File: src/rtl/pwm_bank_pkg.sv
package pwm_bank_pkg;
  localparam int unsigned CNT_W = 12;
  localparam int unsigned HI_W  = CNT_W - 8;

  typedef struct packed {
    logic             full_on;
    logic             full_off;
    logic [CNT_W-1:0] on_cnt;
    logic [CNT_W-1:0] off_cnt;
  } slot_t;

  localparam slot_t SLOT_RST = '{full_on: 1'b1, full_off: 1'b1, on_cnt: '0, off_cnt: '0};

  typedef struct packed {
    logic [1:0] park_mode;
    logic       push_pull;
    logic       invert;
  } outcfg_t;
endpackage

File: src/rtl/pwm_phase_counter.sv
module pwm_phase_counter import pwm_bank_pkg::*; (
  input  logic             clk,
  input  logic             rst,
  output logic [CNT_W-1:0] phase
);
  always_ff @(posedge clk) begin
    if (rst) phase <= '0;
    else     phase <= phase + 1'b1;
  end

  AST_PHASE_STEP: assert property (@(posedge clk) disable iff (rst)
    !$past(rst) |-> phase == CNT_W'($past(phase) + 1'b1));
endmodule

File: src/rtl/pwm_stage_regs.sv
module pwm_stage_regs import pwm_bank_pkg::*; #(
  parameter int unsigned NCH = 4,
  parameter int unsigned AW  = 6
) (
  input  logic            clk,
  input  logic            rst,
  input  logic            wr_en,
  input  logic [AW-1:0]   wr_addr,
  input  logic [7:0]      wr_data,
  input  logic [AW-1:0]   rd_addr,
  output logic [7:0]      rd_data,
  output slot_t [NCH-1:0] stage,
  output logic [NCH-1:0]  stage_wr,
  output outcfg_t         cfg
);
  localparam int unsigned GW       = AW - 2;
  localparam int unsigned BC_GRP   = (2 ** GW) - 1;
  localparam int unsigned CFG_ADDR = (2 ** AW) - 5;

  slot_t stg_q [NCH];
  logic [GW-1:0] wr_grp, rd_grp;
  logic [1:0]    wr_sel, rd_sel;
  logic          cfg_hit;
  logic [7:0]    rd_mux;

  assign wr_grp  = wr_addr[AW-1:2];
  assign wr_sel  = wr_addr[1:0];
  assign rd_grp  = rd_addr[AW-1:2];
  assign rd_sel  = rd_addr[1:0];
  assign cfg_hit = wr_en && (wr_addr == AW'(CFG_ADDR));

  for (genvar c = 0; c < NCH; c++) begin : g_slot
    assign stage_wr[c] = wr_en && ((wr_grp == GW'(c)) || (wr_grp == GW'(BC_GRP)));
    assign stage[c]    = stg_q[c];
  end

  function automatic logic [7:0] slot_byte(slot_t s, logic [1:0] sel);
    case (sel)
      2'd0:    return s.on_cnt[7:0];
      2'd1:    return {3'b000, s.full_on, s.on_cnt[CNT_W-1:8]};
      2'd2:    return s.off_cnt[7:0];
      default: return {3'b000, s.full_off, s.off_cnt[CNT_W-1:8]};
    endcase
  endfunction

  always_ff @(posedge clk) begin
    if (rst) begin
      for (int c = 0; c < NCH; c++) stg_q[c] <= SLOT_RST;
      cfg <= '0;
    end else begin
      for (int c = 0; c < NCH; c++) begin
        if (stage_wr[c]) begin
          case (wr_sel)
            2'd0: stg_q[c].on_cnt[7:0] <= wr_data;
            2'd1: begin
              stg_q[c].on_cnt[CNT_W-1:8] <= wr_data[HI_W-1:0];
              stg_q[c].full_on           <= wr_data[4];
            end
            2'd2: stg_q[c].off_cnt[7:0] <= wr_data;
            default: begin
              stg_q[c].off_cnt[CNT_W-1:8] <= wr_data[HI_W-1:0];
              stg_q[c].full_off           <= wr_data[4];
            end
          endcase
        end
      end
      if (cfg_hit) cfg <= outcfg_t'(wr_data[3:0]);
    end
  end

  always_comb begin
    rd_mux = '0;
    if (rd_addr == AW'(CFG_ADDR)) begin
      rd_mux = {4'b0000, cfg};
    end else begin
      for (int c = 0; c < NCH; c++)
        if (rd_grp == GW'(c)) rd_mux = slot_byte(stg_q[c], rd_sel);
    end
  end

  always_ff @(posedge clk) begin
    if (rst) rd_data <= '0;
    else     rd_data <= rd_mux;
  end

  AST_RESV_ZERO: assert property (@(posedge clk) disable iff (rst)
    (!$past(rst) && $past(rd_addr[0])) |-> rd_data[7:5] == 3'b000);
endmodule

File: src/rtl/pwm_slot_chan.sv
module pwm_slot_chan import pwm_bank_pkg::*; (
  input  logic             clk,
  input  logic             rst,
  input  logic [CNT_W-1:0] phase,
  input  slot_t            stg,
  input  logic             stg_wr,
  input  logic             oe_n,
  input  outcfg_t          cfg,
  output logic             pin_lvl,
  output logic             pin_drv
);
  localparam logic [CNT_W-1:0] TOP = '1;

  slot_t            act;
  logic             pend;
  logic [CNT_W-1:0] phase_nx;
  logic             lvl_now, lvl_nx, steady, commit;

  function automatic logic slot_level(slot_t s, logic [CNT_W-1:0] p);
    if (s.full_off) return 1'b0;
    if (s.full_on) return 1'b1;
    if (s.on_cnt == s.off_cnt) return 1'b0;
    if (s.on_cnt < s.off_cnt) return (p >= s.on_cnt) && (p < s.off_cnt);
    return (p >= s.on_cnt) || (p < s.off_cnt);
  endfunction

  always_comb begin
    phase_nx = phase + 1'b1;
    lvl_now  = slot_level(act, phase);
    lvl_nx   = slot_level(act, phase_nx);
    steady   = act.full_off || act.full_on || (act.on_cnt == act.off_cnt);
    commit   = pend && (steady ? (phase == TOP) : (!lvl_now && lvl_nx));
  end

  always_ff @(posedge clk) begin
    if (rst) begin
      act  <= SLOT_RST;
      pend <= 1'b0;
    end else begin
      if (commit) act <= stg;
      if (stg_wr)      pend <= 1'b1;
      else if (commit) pend <= 1'b0;
    end
  end

  always_ff @(posedge clk) begin
    if (rst) begin
      pin_lvl <= 1'b0;
      pin_drv <= 1'b0;
    end else if (!oe_n) begin
      pin_lvl <= lvl_now ^ cfg.invert;
      pin_drv <= 1'b1;
    end else begin
      case (cfg.park_mode)
        2'b00: begin pin_lvl <= 1'b0;          pin_drv <= 1'b1; end
        2'b01: begin pin_lvl <= cfg.push_pull; pin_drv <= cfg.push_pull; end
        default: begin pin_lvl <= 1'b0;        pin_drv <= 1'b0; end
      endcase
    end
  end

  AST_ACT_HOLD: assert property (@(posedge clk) disable iff (rst)
    (!$past(rst) && !$past(pend)) |-> $stable(act));
  AST_FON_HIGH: assert property (@(posedge clk) disable iff (rst)
    (!$past(rst) && !$past(oe_n) && $past(act.full_on && !act.full_off))
      |-> pin_lvl == !$past(cfg.invert));
  AST_FOFF_WINS: assert property (@(posedge clk) disable iff (rst)
    (!$past(rst) && !$past(oe_n) && $past(act.full_off))
      |-> pin_lvl == $past(cfg.invert));
  AST_EQ_LOW: assert property (@(posedge clk) disable iff (rst)
    (!$past(rst) && !$past(oe_n) && $past(!act.full_on && act.on_cnt == act.off_cnt))
      |-> pin_lvl == $past(cfg.invert));
  AST_PARK_HIZ: assert property (@(posedge clk) disable iff (rst)
    (!$past(rst) && $past(oe_n) && $past(cfg.park_mode[1])) |-> !pin_drv);
endmodule

File: src/rtl/pwm_phase_bank.sv
module pwm_phase_bank import pwm_bank_pkg::*; #(
  parameter int unsigned NCH = 4,
  parameter int unsigned AW  = 6
) (
  input  logic             clk,
  input  logic             rst,
  input  logic             wr_en,
  input  logic [AW-1:0]    wr_addr,
  input  logic [7:0]       wr_data,
  input  logic [AW-1:0]    rd_addr,
  output logic [7:0]       rd_data,
  input  logic             oe_n,
  output logic [CNT_W-1:0] phase,
  output logic [NCH-1:0]   pwm_out,
  output logic [NCH-1:0]   pwm_drive
);
  slot_t [NCH-1:0] stage;
  logic  [NCH-1:0] stage_wr;
  outcfg_t         cfg;

  pwm_phase_counter i_counter (
    .clk   (clk),
    .rst   (rst),
    .phase (phase)
  );

  pwm_stage_regs #(.NCH(NCH), .AW(AW)) i_regs (
    .clk      (clk),
    .rst      (rst),
    .wr_en    (wr_en),
    .wr_addr  (wr_addr),
    .wr_data  (wr_data),
    .rd_addr  (rd_addr),
    .rd_data  (rd_data),
    .stage    (stage),
    .stage_wr (stage_wr),
    .cfg      (cfg)
  );

  for (genvar c = 0; c < NCH; c++) begin : g_chan
    pwm_slot_chan i_chan (
      .clk     (clk),
      .rst     (rst),
      .phase   (phase),
      .stg     (stage[c]),
      .stg_wr  (stage_wr[c]),
      .oe_n    (oe_n),
      .cfg     (cfg),
      .pin_lvl (pwm_out[c]),
      .pin_drv (pwm_drive[c])
    );
  end

  AST_HIZ_LOW: assert property (@(posedge clk) disable iff (rst)
    (pwm_out & ~pwm_drive) == '0);
endmodule

File: config.mk
export PLATFORM = sky130hd
export DESIGN_NAME = pwm_phase_bank
export DESIGN_NICKNAME = d
export VERILOG_FILES = /design/src/rtl/pwm_bank_pkg.sv /design/src/rtl/pwm_phase_counter.sv /design/src/rtl/pwm_stage_regs.sv /design/src/rtl/pwm_slot_chan.sv /design/src/rtl/pwm_phase_bank.sv
export SDC_FILE = /design/constraint.sdc
export NUM_CORES = 1
export LEC_CHECK = 0
export ABC_AREA = 1
export BUFFER_PORTS_ARGS = -buffer_cell sky130_fd_sc_hd__buf_2
export CORE_ASPECT_RATIO = 0.75
export CORE_UTILIZATION = 58
export DETAILED_ROUTE_END_ITERATION = 8
export PLACE_DENSITY = 0.87
export SLEW_MARGIN = 10
export SYNTH_ARGS = -nofsm -noshare
export SYNTH_HDL_FRONTEND = slang
export SYNTH_SLANG_ARGS = --single-unit
export TNS_END_PERCENT = 30
File: constraint.sdc
create_clock -name clk -period 3.4 [get_ports clk]
set_clock_uncertainty 0.1 [all_clocks]
set_input_delay 0 -clock clk [delete_from_list [all_inputs] [get_ports clk]]
set_output_delay 0 -clock clk [all_outputs]
set_load 0.1 [all_outputs]
# ---- After elaboration in Yosys (flattened, before gate mapping)
# Memory sizes are Yosys's and may differ from the RTL's.
# Cells that the tools add are included.
dict set report totals {
  elab_cells 354
  output_inout_bits 28
  mem_count 1
  in_bits 24
  ram_bits 104
  reg_bits 137
}
dict set report op_classes {
  n_addsub 1
  n_lt_le_gt_ge 20
  n_mux 198
  reduce_logical 56
  bitwise_logic 28
  n_eq_ne 19
}
# name words word_bits rd rd_clocked_by_memory_dff write_ports line
set memory_table {}
lappend memory_table {i_regs.stg_q 4 26 4 0 4 pwm_stage_regs.sv:20} ;# slot_t stg_q [NCH];
# op count
set op_table {}
lappend op_table {{$mux 1} 172}
lappend op_table {{$lt 12x12->1} 12}
lappend op_table {{$ge 12x12->1} 8}
lappend op_table {{$mux 8} 12}
lappend op_table {{$pmux 8 s3} 4}
lappend op_table {{$eq 12x12->1} 4}
lappend op_table {{$mux 4} 9}
lappend op_table {{$or 1x1->1} 24}
lappend op_table {{$logic_and 1x1->1} 21}
lappend op_table {{$logic_or 1x1->1} 20}
lappend op_table {{$eq 4x2->1 const B} 4}
lappend op_table {{$add 12x1->12 const B} 1}
lappend op_table {{$eq 12x12->1 const B} 1}
lappend op_table {{$eq 6x6->1 const B} 2}
lappend op_table {{$eq 4x1->1 const B} 2}
lappend op_table {{$logic_not 4->1} 2}
lappend op_table {{$reduce_bool 2->1} 4}
lappend op_table {{$eq 2x1->1 const B} 3}
lappend op_table {{$logic_not 2->1} 3}
lappend op_table {{$eq 2x2->1 const B} 2}
lappend op_table {{$eq 4x4->1 const B} 1}
lappend op_table {{$logic_not 1->1} 4}
lappend op_table {{$xor 1x1->1} 4}
lappend op_table {{$reduce_or 3->1} 1}
lappend op_table {{2 further kinds} 2}

# ---- Logic depth before layout (Yosys ltp)
# Gate-level depths: netlist of run 1.
dict set report logic_depth {
  word_depth 17
  ltp_mapped 24
  mapped_depth_nobuf 23
}

# ---- By module
# A second synthesis of run 1 with hierarchy kept.
dict set report unflattened {
  cells_unflattened 2510
  hier_area_um2 18154.9
}
# mod cells_per_inst n_inst seq_area_each_um2 area_each_um2
set modules_own_cells {}
lappend modules_own_cells {{pwm_slot_chan at g_chan[0].i_chan ...} 465 2 580.6 3066.7}
lappend modules_own_cells {pwm_stage_regs 565 1 3363.2 5343.9}
lappend modules_own_cells {{pwm_slot_chan at g_chan[1].i_chan} 469 1 580.6 3074.2}
lappend modules_own_cells {{pwm_slot_chan at g_chan[3].i_chan} 473 1 580.6 3056.7}
lappend modules_own_cells {pwm_phase_counter 73 1 240.2 546.8}

# ---- Worst setup path before layout of run 1
# Ideal clock, no wire load.
dict set report synth_timing {
  kind {register -> register}
  start {register i_counter.phase[0]}
  end {register, netlist name g_chan[2].i_chan.act[0]}
  n_path_buf 1
  synth_period_minus_slack_ps 3963
  slack_ps -563
  setup_ps 143
  required_time_ps 3157
  path_stages_with_launch 19
  arrival_time_ps 3719
  path_cell_list {dfxtp_1 -> nand2_1 -> nor3_1 -> nand2_1 -> o21ai_0 -> inv_1 -> nor2_1 -> ha_1 -> a21oi_1 -> o21ai_0 -> nor2_1 -> nand2_1 -> a21oi_1 -> nand3_2 -> nand2_8 -> nand2_8 -> buf_6 -> nand2_2 -> a21oi_2}
}
dict set report synth_via {
  elab_chain_len 11
  elab_cells_between_ends 24
  cone_classes {add/sub: 1; order compare: 4; eq/ne: 1; mux: 11; reduce/logical: 7}
}
# item line
set synth_rtl {}
lappend synth_rtl {{start: declaration} pwm_phase_counter.sv:4} ;# output logic [CNT_W-1:0] phase
lappend synth_rtl {{start signal: assignment} pwm_phase_counter.sv:8} ;# else phase <= phase + 1'b1;
lappend synth_rtl {{$add 12x1->12 *} -}
lappend synth_rtl {{via g_chan[0].i_chan.phase_nx[9]} pwm_slot_chan.sv:16} ;# logic [CNT_W-1:0] phase_nx;
lappend synth_rtl {{$ge 12x12->1 or $lt 12x12->1 (tied branches)} {pwm_slot_chan.sv:23, pwm_slot_chan.sv:24}}
lappend synth_rtl {{$logic_and 1x1->1} pwm_slot_chan.sv:23} ;# if (s.on_cnt < s.off_cnt) return (p >= s.on_cnt) && (p < s.off_cnt);
lappend synth_rtl {{$mux 1} pwm_slot_chan.sv:23}
lappend synth_rtl {{$mux 1 *} pwm_slot_chan.sv:24} ;# return (p >= s.on_cnt) || (p < s.off_cnt);
lappend synth_rtl {{$mux 1 *} pwm_slot_chan.sv:23}
lappend synth_rtl {{$mux 1 *} pwm_slot_chan.sv:22} ;# if (s.on_cnt == s.off_cnt) return 1'b0;
lappend synth_rtl {{$mux 1 *} pwm_slot_chan.sv:21} ;# if (s.full_on) return 1'b1;
lappend synth_rtl {{$logic_and 1x1->1 *} pwm_slot_chan.sv:32} ;# commit = pend && (steady ? (phase == TOP) : (!lvl_now && lvl_nx));
lappend synth_rtl {{$mux 1 *} pwm_slot_chan.sv:32}
lappend synth_rtl {{$logic_and 1x1->1 *} pwm_slot_chan.sv:32}
# The timed path passes the listed nets; every way through them passes the cells marked *.
# A chain may end at the register's enable or synchronous reset.

# ---- Worst setup path in the final report of run 1
dict set report layout_timing {
  start {register i_counter.phase[5]}
  end {register, netlist name g_chan[2].i_chan.act[25]}
}
dict set report layout_via {
  elab_chain_len 11
  elab_cells_between_ends 24
  cone_classes {add/sub: 1; order compare: 4; eq/ne: 1; mux: 11; reduce/logical: 7}
}
# item line
set layout_rtl {}
lappend layout_rtl {{$add 12x1->12 *} -}
lappend layout_rtl {{via g_chan[0].i_chan.phase_nx[9]} pwm_slot_chan.sv:16}
lappend layout_rtl {{$ge 12x12->1 or $lt 12x12->1 (tied branches)} {pwm_slot_chan.sv:23, pwm_slot_chan.sv:24}}
lappend layout_rtl {{$logic_and 1x1->1} pwm_slot_chan.sv:23}
lappend layout_rtl {{$mux 1} pwm_slot_chan.sv:23}
lappend layout_rtl {{$mux 1 *} pwm_slot_chan.sv:24}
lappend layout_rtl {{$mux 1 *} pwm_slot_chan.sv:23}
lappend layout_rtl {{$mux 1 *} pwm_slot_chan.sv:22}
lappend layout_rtl {{$mux 1 *} pwm_slot_chan.sv:21}
lappend layout_rtl {{$logic_and 1x1->1 *} pwm_slot_chan.sv:32}
lappend layout_rtl {{$mux 1 *} pwm_slot_chan.sv:32}
lappend layout_rtl {{$logic_and 1x1->1 *} pwm_slot_chan.sv:32}
# Marks and branches as above.

==> results_dict.tcl, run 1 <==
set metrics [dict create \
    start_util_pct 59.13 \
    min_path_type "in -> reg" \
    start_kind "flop" \
    period_minus_slack_ps 3370 \
    gr-max-usage-layer "met1" \
    setup_ws_ps 30.14 \
    use_met3_pct 8.481 \
    end_kind "flop" \
    htreeDepth 1 \
    grt_use_met2_pct 50.35 \
    insertion_delay_ps 570 \
    cellLeakagePower_nw 8.365 \
    seqPwrFrac_pct 48.4 \
    min-delay-start "wr_data[0]" \
    rsz0062_at_grt "true" \
    vdd_drop_max_mv 0.3672 \
    p_sw_mw 1.794 \
    dpl.hpwl_um 38330 \
    drive_above_1_share_pct 15.31 \
    synth_area_leaders "edfxtp_1, ha_1, dfxtp_1" \
    yosysWarnings 0 \
    period_share_pct 99.11 \
    r2r_cells 19 \
    avgSynthCellArea_sq_um 7.986 \
    root_buffer "clkbuf_16" \
    drv_slew 0 \
    cts_sinks 241 \
    hold_viol_final 0 \
    grt_max_degree 80 \
    slew_headroom_pct 4.687 \
    place_inst 2477 \
    die_w_um 197.3 \
    stdcell_count 2567 \
    async_flop_share_pct 0 \
    pwr-share-clk_pct 41.1 \
    num_vias 15473 \
    grt_pass1_wl_um 78420 \
    drt_iter0_drc 2048 \
    drtAntennaViolNets 0 \
    globalRoute.totalOverflow 0 \
    io_buffers 51 \
    syn_area_sq_um 16590 \
    yosys_most_used_dff "dfxtp_1" \
    fmax_mhz 296.7 \
    synth.largest_area_cell "edfxtp_1" \
    path_clk_slew_ps 60 \
    power.share.switching_pct 27.30 \
    antenna_cells 0 \
    layout.nets 2421 \
    first_pass_iters 6 \
    synth_edf_count 104 \
    place.gp.congestion 0.9899 \
    syn_inst 2077 \
    ys_seq_area_share_pct 35.36 \
    worst_slew_pin_slew_ps 1417 \
    synthDistinctLibCells 51 \
    place_area_sq_um 17180 \
    power_density_nw_per_um2 351.7 \
    status "finished, final reports clean" \
    p_int_mw 4.777 \
    rrSetupSlack_ps 30 \
    required_ps 3730 \
    chipHeight_um 148.5 \
    cts_max_path_buffers 3 \
    worstPathCellList "nand4_1, nor3_2, buf_4, nand2_1, o21ai_1, inv_1, nor2_2, buf_6, buf_4, ha_1, a21oi_1, o21ai_0, a21oi_1, nand3_1, nand3_4, nand2_8, clkbuf_16, nand3_1, nand3_1" \
    tns_ps 0 \
    ys_top_cells_by_count "nand2_1, inv_1, ha_1, nor2_1, a21oi_1" \
    timing.rr.end "g_chan[2].i_chan.act[25]" \
    dieArea_sq_um 29290 \
    wl_per_cell_um 20.52 \
    hold_end "i_regs.cfg[0]" \
    via_per_inst 6.028 \
    ios 52 \
    cts_tree "built" \
    post-route-drc-count 0 \
    setup_viol 0 \
    antenna_found_initial 0 \
    crit_top_cell "nand3_1" \
    worstPathArrival_ps 3700 \
    crit_path_max_fanout 8 \
    yosysMostFrequentCell "nand2_1" \
    area_delta_synth_final_pct 12.64 \
    min_path_cells 3 \
    reg2reg_from "i_counter.phase[5]" \
    row_count 53 \
    post-synth-top-area-fraction_pct 18.83 \
    met1_usage_pct 51.33 \
    critPathLaunch "i_counter.phase[5]" \
    core_area_sq_um 28050 \
    cpPeakStageDelay_ps 360 \
    place_ws_ps 25.61 \
    final_area_sq_um 18680 \
    ys_seq_elements 241 \
    grt_pass1_vias 14173 \
    cts_made_buffers 25 \
    pwr-share-comb_pct 10.5 \
    drv_cap 0 \
    wirelength_um 52670 \
    worst_path_max_delay_cell "dfxtp_4" \
    grt_usage_pct 35.11 \
    synthesis.nets 2334 \
    crit_type "reg -> reg" \
]
[placed cells by master, fill, tap and decap left out, drive strengths merged, types with 5 or more instances in the layout]
master       netlist  layout
nand3            171     171
ha               233     233
o211ai             7       7
o22ai             16      16
clkbuf            35      41
o21ai             55      55
nand4             28      28
nor2             225     225
o221ai             6       6
nor3              16      16
xor2               5       5
o21a               5       5
clkinv             5      10
edfxtp           104     104
dfxtp            137     137
o21bai             6       6
a21oi            224     224
nand3b             8       8
inv              288     290
dlygate4sd3        0      28
buf               39      98
nand2            437     441
[area by class of cell]
| cell class | count | area (sq um) |
|---|---|---|
| Tap cell | 385 | 481.7 |
| Fill cell | 2224 | 9366 |
| Sequential cell | 241 | 5898 |
| Timing Repair Buffer | 130 | 1056 |
| Inverter | 293 | 1102 |
| Multi-Input combinational cell | 1473 | 9375 |
| Clock inverter | 8 | 80.08 |
| Clock buffer | 37 | 690.7 |
[repair_timing]
action | 4_1_cts | 5_1_grt
endpoints found under the hold margin | 69 | 0
resized for setup | 2 | 62
setup endpoints to repair | 26 | 107
pin swaps | 0 | 25
setup buffers | 0 | 9
gates cloned | 0 | 8
hold buffers | 28 | 0
[registers in the layout, indices dropped and copies added (netlist names)]
name	cells
g_chan.i_chan.act	104
i_regs.stg_q	104
g_chan.i_chan.pin_lvl	4
i_regs.cfg	4
g_chan.i_chan.pin_drv	1
g_chan.i_chan.pend	4
i_counter.phase	12
i_regs.rd_data	8
[kinds of logic (layout without fill, tap and decap cells)]
family	count (synthesis)	after routing	share of synthesized area (%)
simple gates	891	895	24.94
buf+inv	367	468	9.723
compound gates	339	339	12.08
flops	241	241	35.36
fa+ha+maj	233	233	17.58
xor+xnor	6	6	0.3168
[power by group through the flow]
stage                     sequential [mW]  clock [mW]  combinational [mW]
after floorplan                      3.24           0               0.399
after global placement               3.23           0               0.612
after detailed placement             3.23           0               0.635
after CTS                            3.17        2.69               0.658
after global routing                 3.18        2.81               0.735
final                                3.18        2.70               0.687
[critical path: cells and delay by family, from the launching register on]
kind,cells,cell delay [ps]
buf+inv,5,710
simple gates,9,1130
flops,1,360
fa+ha+maj,1,230
compound gates,4,680
[worst max path at each step]
stage                               endpoint
finish              g_chan[2].i_chan.act[25]
floorplan            g_chan[2].i_chan.act[0]
detailed placement  g_chan[2].i_chan.act[12]
global placement    g_chan[1].i_chan.act[11]
global route        g_chan[3].i_chan.act[21]
CTS                 g_chan[2].i_chan.act[12]
[metrics by stage]
step,utilization [%],hold slack [ps],total power [mW]
2_1_floorplan,-,-4.109,3.635
3_3_place_gp,61.25,210.9,3.843
3_5_place_dp,61.25,205.5,3.868
4_1_cts,65.02,2.625,6.519
5_1_grt,66.61,50.45,6.733
6_report,66.61,30.14,6.571
[routing by layer]
metal | vias to the layer above | part of all wire (%)
met3 | 162 | 14
met1 | 7130 | 41
li1 | 7112 | -
met5 | - | 0
met4 | 0 | 3.6
met2 | 1069 | 41
No activity file was read; power rests on OpenSTA's default activity.
==> run 2: changes to the inputs <==
--- a/config.mk
+++ b/config.mk
@@ -5,12 +5,12 @@
 export SDC_FILE = /design/constraint.sdc
 export NUM_CORES = 1
 export LEC_CHECK = 0
-export ABC_AREA = 1
 export BUFFER_PORTS_ARGS = -buffer_cell sky130_fd_sc_hd__buf_2
 export CORE_ASPECT_RATIO = 0.75
-export CORE_UTILIZATION = 58
+export CORE_UTILIZATION = 57
 export DETAILED_ROUTE_END_ITERATION = 8
-export PLACE_DENSITY = 0.87
+export MAX_ROUTING_LAYER = met4
+export PLACE_DENSITY = 0.86
 export SLEW_MARGIN = 10
 export SYNTH_ARGS = -nofsm -noshare
 export SYNTH_HDL_FRONTEND = slang
==> results_dict.tcl, run 2 <==
set metrics [dict create \
    area_delta_synth_final_pct 21.08 \
    crit_type "reg -> reg" \
    cts_tree "built" \
    htreeDepth 1 \
    globalRoute.totalOverflow 0 \
    grt_usage_pct 36.41 \
    timing.rr.end "g_chan[3].i_chan.act[17]" \
    wl_per_cell_um 24.00 \
    ys_seq_elements 241 \
    antenna_found_initial 0 \
    async_flop_share_pct 0 \
    cpPeakStageDelay_ps 380 \
    wirelength_um 49540 \
    status "finished, violations left" \
    synth.largest_area_cell "edfxtp_1" \
    cts_sinks 241 \
    root_buffer "clkbuf_16" \
    via_per_inst 6.466 \
    io_buffers 51 \
    drive_above_1_share_pct 18.84 \
    met1_usage_pct 51.92 \
    chipHeight_um 144.7 \
    period_share_pct 111.6 \
    worst_slew_pin_slew_ps 1219 \
    path_clk_slew_ps 70 \
    critPathLaunch "i_counter.phase[1]" \
    grt_pass1_wl_um 73550 \
    syn_area_sq_um 15480 \
    die_w_um 192.3 \
    slew_headroom_pct 18.57 \
    cellLeakagePower_nw 8.436 \
    setup_viol 106 \
    stdcell_count 2064 \
    yosysMostFrequentCell "ha_1" \
    post-synth-top-area-fraction_pct 20.17 \
    place_inst 1961 \
    multi_input_area_sq_um 9593 \
    ys_seq_area_share_pct 37.89 \
    dieArea_sq_um 27830 \
    synthDistinctLibCells 65 \
    place_ws_ps -295.3 \
    endpoint "g_chan[3].i_chan.act[17]" \
    utilization_pct 71.30 \
    rrSetupSlack_ps -400 \
    final_cell_mix "ha_1, nor2_1, dfxtp_1, edfxtp_1" \
    cts_made_buffers 24 \
    dpl.hpwl_um 35300 \
    layout.nets 1959 \
    period_minus_slack_ps 3796 \
    grt_pass1_vias 12649 \
    antenna_cells 0 \
    required_ps 3680 \
    top_regs "g_chan.i_chan.act x104, i_regs.stg_q x104, i_counter.phase x12" \
    tns_ps -24270 \
    ff_latch_area_sq_um 5894 \
    setup_ws_ps -395.7 \
    final_common_cell "ha_1" \
    start_util_pct 58.89 \
    synth_area_leaders "edfxtp_1, ha_1, dfxtp_1" \
    yosys_most_used_dff "dfxtp_1" \
    drt_iter0_drc 1725 \
    fillCellCount 1713 \
    post-route-drc-count 0 \
    violations "negative setup slack" \
    avgSynthCellArea_sq_um 9.956 \
    reg2reg_from "i_counter.phase[1]" \
    hold_viol_final 0 \
    r2r_cells 18 \
    worstPathArrival_ps 4070 \
    row_count 51 \
    core_area_sq_um 26290 \
    grt_max_degree 80 \
    num_vias 13345 \
    synthesis.nets 1812 \
    use_met3_pct 7.114 \
    first_pass_iters 7 \
    start_kind "flop" \
    cts_max_path_buffers 3 \
    yosysWarnings 0 \
    worst_path_max_delay_cell "dfxtp_4" \
    end_kind "flop" \
    grt_use_met2_pct 52.54 \
    power_density_nw_per_um2 351.4 \
    rsz0062_at_grt "true" \
    ys_top_cells_by_count "ha_1, nor2_1, dfxtp_1, mux2i_1, edfxtp_1" \
    ios 52 \
    crit_path_max_fanout 5 \
    drtAntennaViolNets 0 \
    min_path_type "in -> reg" \
    drv_slew 0 \
    vdd_drop_max_mv 0.3938 \
    gr-max-usage-layer "met2" \
    fmax_mhz 263.5 \
    insertion_delay_ps 550 \
    worstPathCellList "ha_4, nand2_4, nor2_4, and3_4, nand3_4, xnor2_4, buf_6, ha_4, a2111oi_4, nand2_1, o32a_1, a22oi_1, nand4_1, o21ai_2, and2_4, buf_6, mux2i_1, nor2_1" \
    drv_cap 0 \
    syn_inst 1555 \
    synth_edf_count 104 \
    place.gp.congestion 1.010 \
]
[run 2: what timing repair did]
item	CTS	global route
cloned	7	2
hold buffers	25	0
resized for setup	77	66
setup buffers	18	16
endpoints found under the setup margin	105	108
hold endpoints to repair	154	0
pin swaps	37	29
[run 2: how the worst min path moves through the flow]
stage                          start                        to  slack [ps]  cells past startpoint
after floorplan                 oe_n  g_chan[3].i_chan.pin_drv          -8                      1
after global placement          oe_n  g_chan[3].i_chan.pin_drv         140                      2
after detailed placement        oe_n  g_chan[3].i_chan.pin_drv         130                      2
after CTS                 rd_addr[2]         i_regs.rd_data[3]           8                      4
after global routing      rd_addr[2]         i_regs.rd_data[3]          80                      4
final                     rd_addr[2]         i_regs.rd_data[3]          50                      4
[run 2: area by class of cell]
class                      instances  share of cell area (%)
inverter                         103                   2.083
tap                              344                   2.296
clock inverter                     4                  0.1535
multi-input combinational       1146                   51.18
timing repair buffer             186                   8.818
sequential                       241                   31.45
clock buffer                      40                   4.025
[run 2: layer usage]
metal	routed length (um)	up-vias
met5	0	-
met1	21100	6409
met2	20970	851
met4	1546	0
met3	5925	147
li1	-	5938
[run 2: critical path, delay by kind of cell (launching register included)]
family,cells,cell delay (ps)
buffers and inverters,2,280
adders and majority gates,2,340
DFF,1,380
and+or+nand+nor,8,1110
muxes,1,240
xor gates and xnor gates,1,190
AOI/OAI and AO/OA,4,970
[run 2: report_power, final]
part / internal [mW] / switching, mW
logic: 0.278 / 0.464
clock network: 1.52 / 1.14
registers: 3.10 / 0.0917
[run 2: cells by family (layout without fill, tap and decap cells)]
group                    Yosys count  in the layout  synth area share (%)
adder cells (fa/ha/maj)          235            235                 18.96
multiplexers                     133            133                 9.674
buffers and inverters            168            333                 5.067
flip-flops                       241            241                 37.89
AO/OA/AOI/OAI                    284            284                 11.95
AND/OR/NAND/NOR                  480            480                 15.66
XOR/XNOR                          14             14                0.7921
[run 2: metrics by stage]
stage / hold WS, ps / total power, mW / cell area [sq um]
finish: 50.66 / 6.587 / 18740
global route: 82.40 / 6.742 / 18740
CTS: 8.342 / 6.517 / 18430
detailed placement: 128.7 / 3.885 / 16640
global placement: 139.4 / 3.856 / 16640
floorplan: -8.212 / 3.638 / 15680
